==> config.mk <==
export PLATFORM = sky130hd
export DESIGN_NAME = uart_rx_buffer
export DESIGN_NICKNAME = d
export VERILOG_FILES = /design/src/rtl/urb_pkg.sv /design/src/rtl/urb_fifo.sv /design/src/rtl/urb_timer.sv /design/src/rtl/uart_rx_buffer.sv
export SDC_FILE = /design/constraint.sdc
export NUM_CORES = 1
export LEC_CHECK = 0
export BUFFER_PORTS_ARGS = -buffer_cell sky130_fd_sc_hd__buf_4
export CAP_MARGIN = 20
export CORE_ASPECT_RATIO = 0.9
export CORE_MARGIN = 10
export CORE_UTILIZATION = 45
export CTS_BUF_LIST = sky130_fd_sc_hd__clkbuf_4
export DETAILED_ROUTE_END_ITERATION = 8
export GPL_TIMING_DRIVEN = 0
export HOLD_SLACK_MARGIN = 0.12
export PLACE_DENSITY = 0.61
export SLEW_MARGIN = 20
export SYNTH_ARGS = -nofsm -noshare
export SYNTH_HDL_FRONTEND = slang
export SYNTH_SLANG_ARGS = --single-unit
==> constraint.sdc <==
create_clock -name clk -period 3.5 [get_ports clk]
set_clock_uncertainty 0.1 [all_clocks]
set_input_delay 0.525 -clock clk [delete_from_list [all_inputs] [get_ports clk]]
set_output_delay 0.525 -clock clk [all_outputs]
set_load 0.01 [all_outputs]
==> src/rtl/urb_pkg.sv <==
package urb_pkg;

  typedef enum logic [1:0] {
    CAUSE_NONE = 2'd0,
    CAUSE_LINE = 2'd1,
    CAUSE_TRIG = 2'd2,
    CAUSE_TOUT = 2'd3
  } urb_cause_e;

  // Trigger fill level for each select code.
  function automatic int unsigned trig_level(input logic [1:0] sel);
    case (sel)
      2'd0:    return 1;
      2'd1:    return 4;
      2'd2:    return 8;
      default: return 14;
    endcase
  endfunction

endpackage

==> src/rtl/urb_fifo.sv <==
module urb_fifo #(
  parameter int DW    = 10,
  parameter int DEPTH = 16,
  localparam int AW   = (DEPTH > 1) ? $clog2(DEPTH) : 1,
  localparam int CW   = $clog2(DEPTH + 1)
) (
  input  logic          clk,
  input  logic          rst,
  input  logic          clear,
  input  logic          push,
  input  logic [DW-1:0] wdata,
  input  logic          pop,
  output logic [DW-1:0] rdata,
  output logic [CW-1:0] fill,
  output logic          full,
  output logic          push_ok,
  output logic          pop_ok
);

  logic [DW-1:0] mem [DEPTH];
  logic [AW-1:0] wr_ptr, rd_ptr;
  logic          empty;

  assign full    = (fill == CW'(DEPTH));
  assign empty   = (fill == '0);
  assign push_ok = push && !full && !clear;
  assign pop_ok  = pop && !empty && !clear;

  function automatic logic [AW-1:0] bump(input logic [AW-1:0] p);
    return (p == AW'(DEPTH - 1)) ? '0 : p + 1'b1;
  endfunction

  // Storage: write port and registered read port, no reset.
  always_ff @(posedge clk) begin
    if (push_ok) mem[wr_ptr] <= wdata;
  end

  always_ff @(posedge clk) begin
    if (rst)         rdata <= '0;
    else if (pop_ok) rdata <= mem[rd_ptr];
  end

  always_ff @(posedge clk) begin
    if (rst || clear) begin
      wr_ptr <= '0;
      rd_ptr <= '0;
      fill   <= '0;
    end else begin
      if (push_ok) wr_ptr <= bump(wr_ptr);
      if (pop_ok)  rd_ptr <= bump(rd_ptr);
      case ({push_ok, pop_ok})
        2'b10:   fill <= fill + 1'b1;
        2'b01:   fill <= fill - 1'b1;
        default: fill <= fill;
      endcase
    end
  end

  assert_fill_bound_R1: assert property (@(posedge clk) disable iff (rst)
    fill <= CW'(DEPTH));

  assert_empty_pop_R1: assert property (@(posedge clk) disable iff (rst)
    (pop && empty) |=> $stable(rdata));

endmodule

==> src/rtl/urb_timer.sv <==
module urb_timer #(
  parameter int CHAR_BITS = 10,
  parameter int TO_CHARS  = 4,
  localparam int LIMIT    = CHAR_BITS * TO_CHARS,
  localparam int TW       = $clog2(LIMIT + 1)
) (
  input  logic clk,
  input  logic rst,
  input  logic clear,
  input  logic activity,
  input  logic empty,
  input  logic bit_tick,
  output logic expired
);

  logic [TW-1:0] ticks;

  always_ff @(posedge clk) begin
    if (rst || clear || activity || empty) begin
      ticks   <= '0;
      expired <= 1'b0;
    end else if (bit_tick && !expired) begin
      if (ticks == TW'(LIMIT - 1)) begin
        ticks   <= '0;
        expired <= 1'b1;
      end else begin
        ticks <= ticks + 1'b1;
      end
    end
  end

  assert_tout_needs_data_R7: assert property (@(posedge clk) disable iff (rst)
    expired |-> !empty);

endmodule

==> src/rtl/uart_rx_buffer.sv <==
module uart_rx_buffer
  import urb_pkg::*;
#(
  parameter int DEPTH     = 16,
  parameter int CHAR_BITS = 10,
  parameter int TO_CHARS  = 4,
  localparam int CW       = $clog2(DEPTH + 1)
) (
  input  logic       clk,
  input  logic       rst,
  input  logic       rx_valid,
  input  logic [7:0] rx_byte,
  input  logic       rx_perr,
  input  logic       rx_ferr,
  input  logic       bit_tick,
  input  logic [1:0] trig_sel,
  input  logic       fifo_clear,
  input  logic       rbr_rd,
  input  logic       lsr_rd,
  output logic [7:0] rd_data,
  output logic       rd_perr,
  output logic       rd_ferr,
  output logic [3:0] line_status,
  output logic       irq,
  output logic [1:0] irq_id
);

  logic [CW-1:0] fill;
  logic          full, push_ok, pop_ok, tout;
  logic [9:0]    rd_word;
  logic          oe_q, pe_q, fe_q;
  urb_cause_e    cause, id_q;

  urb_fifo #(.DW(10), .DEPTH(DEPTH)) fifo_i (
    .clk(clk), .rst(rst), .clear(fifo_clear),
    .push(rx_valid), .wdata({rx_ferr, rx_perr, rx_byte}),
    .pop(rbr_rd), .rdata(rd_word), .fill(fill), .full(full),
    .push_ok(push_ok), .pop_ok(pop_ok)
  );

  urb_timer #(.CHAR_BITS(CHAR_BITS), .TO_CHARS(TO_CHARS)) timer_i (
    .clk(clk), .rst(rst), .clear(fifo_clear),
    .activity(push_ok || pop_ok), .empty(fill == '0),
    .bit_tick(bit_tick), .expired(tout)
  );

  assign rd_data = rd_word[7:0];
  assign rd_perr = rd_word[8];
  assign rd_ferr = rd_word[9];

  // Sticky error flags: a new error in the same cycle beats the clear.
  always_ff @(posedge clk) begin
    if (rst) begin
      oe_q <= 1'b0;
      pe_q <= 1'b0;
      fe_q <= 1'b0;
    end else begin
      oe_q <= (oe_q && !lsr_rd) || (rx_valid && full);
      pe_q <= (pe_q && !lsr_rd) || (rx_valid && rx_perr);
      fe_q <= (fe_q && !lsr_rd) || (rx_valid && rx_ferr);
    end
  end

  assign line_status = {fe_q, pe_q, oe_q, (fill != '0)};

  always_comb begin
    if (oe_q || pe_q || fe_q)                  cause = CAUSE_LINE;
    else if (fill >= CW'(trig_level(trig_sel))) cause = CAUSE_TRIG;
    else if (tout)                             cause = CAUSE_TOUT;
    else                                       cause = CAUSE_NONE;
  end

  always_ff @(posedge clk) begin
    if (rst) begin
      id_q <= CAUSE_NONE;
      irq  <= 1'b0;
    end else begin
      id_q <= cause;
      irq  <= (cause != CAUSE_NONE);
    end
  end

  assign irq_id = id_q;

  assert_overrun_R3: assert property (@(posedge clk) disable iff (rst)
    (rx_valid && full && !fifo_clear) |=> (line_status[1] && fill == CW'(DEPTH) - CW'($past(rbr_rd))));

  assert_line_first_R8: assert property (@(posedge clk) disable iff (rst)
    (oe_q || pe_q || fe_q) |=> (irq_id == 2'd1 && irq));

  assert_clear_R9: assert property (@(posedge clk) disable iff (rst)
    fifo_clear |=> (fill == '0 && !tout));

  assert_err_kept_R5: assert property (@(posedge clk) disable iff (rst)
    (rx_valid && rx_perr) |=> line_status[2]);

endmodule

==> impl_metrics.json <==
{
  "synth_simple_gate_area_share_pct": 6.371,
  "yosysMostFrequentCell": "edfxtp_1",
  "required_ns": 3.86,
  "ios": 36,
  "detail-route-antenna-nets": 0,
  "power.leakage_uw": 0.002882,
  "ctsRootBufferMaster": "clkbuf_4",
  "grt_max_degree": 18,
  "finalCritPeriodShare_pct": 94.61,
  "dr.pass1.iters": 4,
  "coreArea_mm2": 0.01755,
  "fmax_ghz": 0.3020,
  "ys.flop_type": "edfxtp_1",
  "slew_headroom_pct": 26.74,
  "min_to": "fifo_i.mem[12][3]$_DFFE_PP_",
  "cts_tree": "yes",
  "synth_cell_types": 46,
  "clock-sinks": 196,
  "startpoint": "fifo_i.fill[2]$_SDFFE_PP0P_",
  "worstRegToRegCells": 15,
  "cp-end-kind": "flip-flop",
  "grt_pass1_vias": 4553,
  "synth_edf_count": 160,
  "status": "finished, final reports clean",
  "layout-area-overhead-vs-synth_pct": 11.84,
  "setup_ws_ns": 0.1888,
  "grt_overflow_total": 0,
  "rr_startpoint": "fifo_i.fill[2]$_SDFFE_PP0P_",
  "highest_layer": "met4",
  "drive_gt1_share_pct": 21.32,
  "syn_area_per_cell_um2": 15.26,
  "cts.repair.resized": 0,
  "synthCells": 525,
  "hold_viol": 0,
  "gp_congestion": 0.7774,
  "fin_nets": 626,
  "dp_slack_ns": 0.05854,
  "r2r_slack_ns": 0.19,
  "synthArstFlopShare_pct": 0,
  "start_util_pct": 45.65,
  "grt_first_pass_wirelength_um": 26260,
  "final_area_mm2": 0.008961,
  "synth_mux_area_share_pct": 10.71,
  "grtUsageTotal_pct": 14.52,
  "placementRows": 46,
  "yosys-top-cells-count": "edfxtp_1, mux2i_1, nor2_1, dfxtp_1, a21oi_1",
  "antenna_found_initial": 0,
  "cap_violations": 0,
  "numCtsBuffers": 17,
  "syn_nets": 559,
  "drc": 0,
  "reg2reg_to": "fifo_i.fill[4]$_SDFFE_PP0P_",
  "synth_top_area_share_pct": 59.96,
  "crit_type": "flip-flop to flip-flop",
  "port-buffer-count": 34,
  "die_h_um": 146.6,
  "synth_fa_ha_area_share_pct": 2.342,
  "synth_compound_area_share_pct": 7.683,
  "synthXorXnorAreaFrac_pct": 1.202,
  "path_max_fanout": 11,
  "setup-tns-final_ns": 0,
  "vias_per_cell": 5.408,
  "dpl_cell_area_mm2": 0.008626,
  "wl_met1_um": 7935,
  "ys_top_cells_by_area": "edfxtp_1, dfxtp_1, mux2i_1",
  "arrival_ns": 3.67,
  "hp-class": "input pin to flip-flop",
  "clk_pin_slew_worst_paths_ns": 0.15,
  "setup_viol": 0,
  "die_w_um": 160.7,
  "n_antenna_cell": 0,
  "yosys_warnings": 0,
  "fin_crit_ns": 3.311,
  "hold_depth": 1,
  "ir_drop_v": 0.0002726,
  "wl_met3_um": 923,
  "insertion_delay_ns": 0.57,
  "slew_violations": 0,
  "clk_path_buf_depth": 2,
  "dp.final_hpwl_um": 11730,
  "synth_top_family_by_area": "multiplexers",
  "drtIter0Drc": 299,
  "tightestPinTransition_ns": 1.095,
  "crit_path_start_kind": "flip-flop",
  "htreeDepth": 4,
  "yosysSeqAreaShare_pct": 68.96,
  "die_area_mm2": 0.02355,
  "hp-start": "rx_byte[3]",
  "netlist_area_mm2": 0.008013,
  "vias": 4570,
  "routed_wl_um": 16920,
  "ys_ff_latch": 196,
  "yosys.area.top_type": "edfxtp_1",
  "wire_per_inst_um": 20.02,
  "power.density_mw_per_mm2": 417.2,
  "met2WireLength_um": 7910
}
==> report_power, final <==
group,internal [uW],total (uW),switching (uW)
registers,2530,2540,7.10
logic,56.8,148,90.7
clock network,297,1050,757
==> through the flow <==
stage          cells  total power, uW  hold WS [ns]  utilization, %
2_1_floorplan    525             2653        0.3526               -
3_3_place_gp     799             2724        0.3640           48.81
3_5_place_dp     804             2730        0.3903           49.14
4_1_cts          838             3771        0.1207           50.64
5_1_grt          845             3890        0.1205           51.05
6_report         845             3738        0.1675           51.05
==> routing by layer <==
layer	track usage (%)	vias to the layer above
li1	-	2153
met1	20.01	2305
met2	22.28	99
met3	3.963	13
met4	3.578	0
met5	0	-
==> timing repair <==
action / 4_1_cts / 5_1_grt
setup buffers: 0 / 2
setup endpoints to repair: 0 / 2
hold buffers: 2 / 4
endpoints found under the hold margin: 5 / 12
==> worst max path at each step <==
stage / to / slack [ns]
floorplan: fifo_i.fill[4]$_SDFFE_PP0P_ / 0.46
global placement: fifo_i.fill[4]$_SDFFE_PP0P_ / 0.11
detailed placement: fifo_i.fill[4]$_SDFFE_PP0P_ / 0.06
CTS: fifo_i.fill[4]$_SDFFE_PP0P_ / 0.007
global route: fifo_i.fill[4]$_SDFFE_PP0P_ / -0.006
finish: fifo_i.fill[4]$_SDFFE_PP0P_ / 0.19
==> area by class of cell <==
type / instances / area, um2
plain buffers: 31 / 171.4
repair buffers: 49 / 382.9
inverters: 11 / 43.79
flip-flops and latches: 196 / 5525
well taps: 240 / 300.3
fillers: 1464 / 8593
multi-input cells: 286 / 2293
clock buffers: 18 / 135.1
clock inverters: 14 / 108.9
==> cells in the final DEF, fill, tap and decap left out, drive strengths merged, types with 2 or more instances in the layout <==
cell type,count
xnor2,4
xor2,7
o31ai,2
o221ai,5
a22oi,3
clkinv,10
buf,65
a31oi,2
nand2,20
ha,15
nand4,5
dfxtp,36
or3,2
dlygate4sd3,6
mux4,15
mux2i,52
a21oi,25
nand3,5
clkinvlp,2
or2,5
clkbuf,27
nor3b,3
edfxtp,160
nor2,43
a311oi,5
inv,13
a211oi,12
nor2b,3
nor3,5
o21ai,9
o22ai,21
nand2b,9
==> state kept, by name, summed over array words and instances (netlist names) <==
signal,cells
fe_q,1
fifo_i.rd_ptr,4
fifo_i.mem,160
oe_q,1
pe_q,1
fifo_i.rdata,10
irq,1
timer_i.expired,1
timer_i.ticks,6
fifo_i.fill,5
irq_id,2
fifo_i.wr_ptr,4
==> critical path, stage by stage (launching register included) <==
cell,delay (ns)
dfxtp_1,0.34
buf_4,0.16
nor4_4,0.35
nand2_2,0.19
nand2b_2,0.11
buf_6,0.14
inv_4,0.08
buf_6,0.17
ha_1,0.34
xor2_1,0.19
ha_1,0.23
o21ai_0,0.16
nor3b_1,0.07
o31ai_1,0.33
xnor2_1,0.17
nor2_1,0.05
==> kinds of logic after synthesis <==
| family | after synthesis |
|---|---|
| muxes | 67 |
| and+or+nand+nor | 104 |
| buffers and inverters | 43 |
| xor gates and xnor gates | 11 |
| AOI/OAI and AO/OA | 89 |
| DFF | 196 |
| adders and majority gates | 15 |
(Power assumes the default switching activity.)
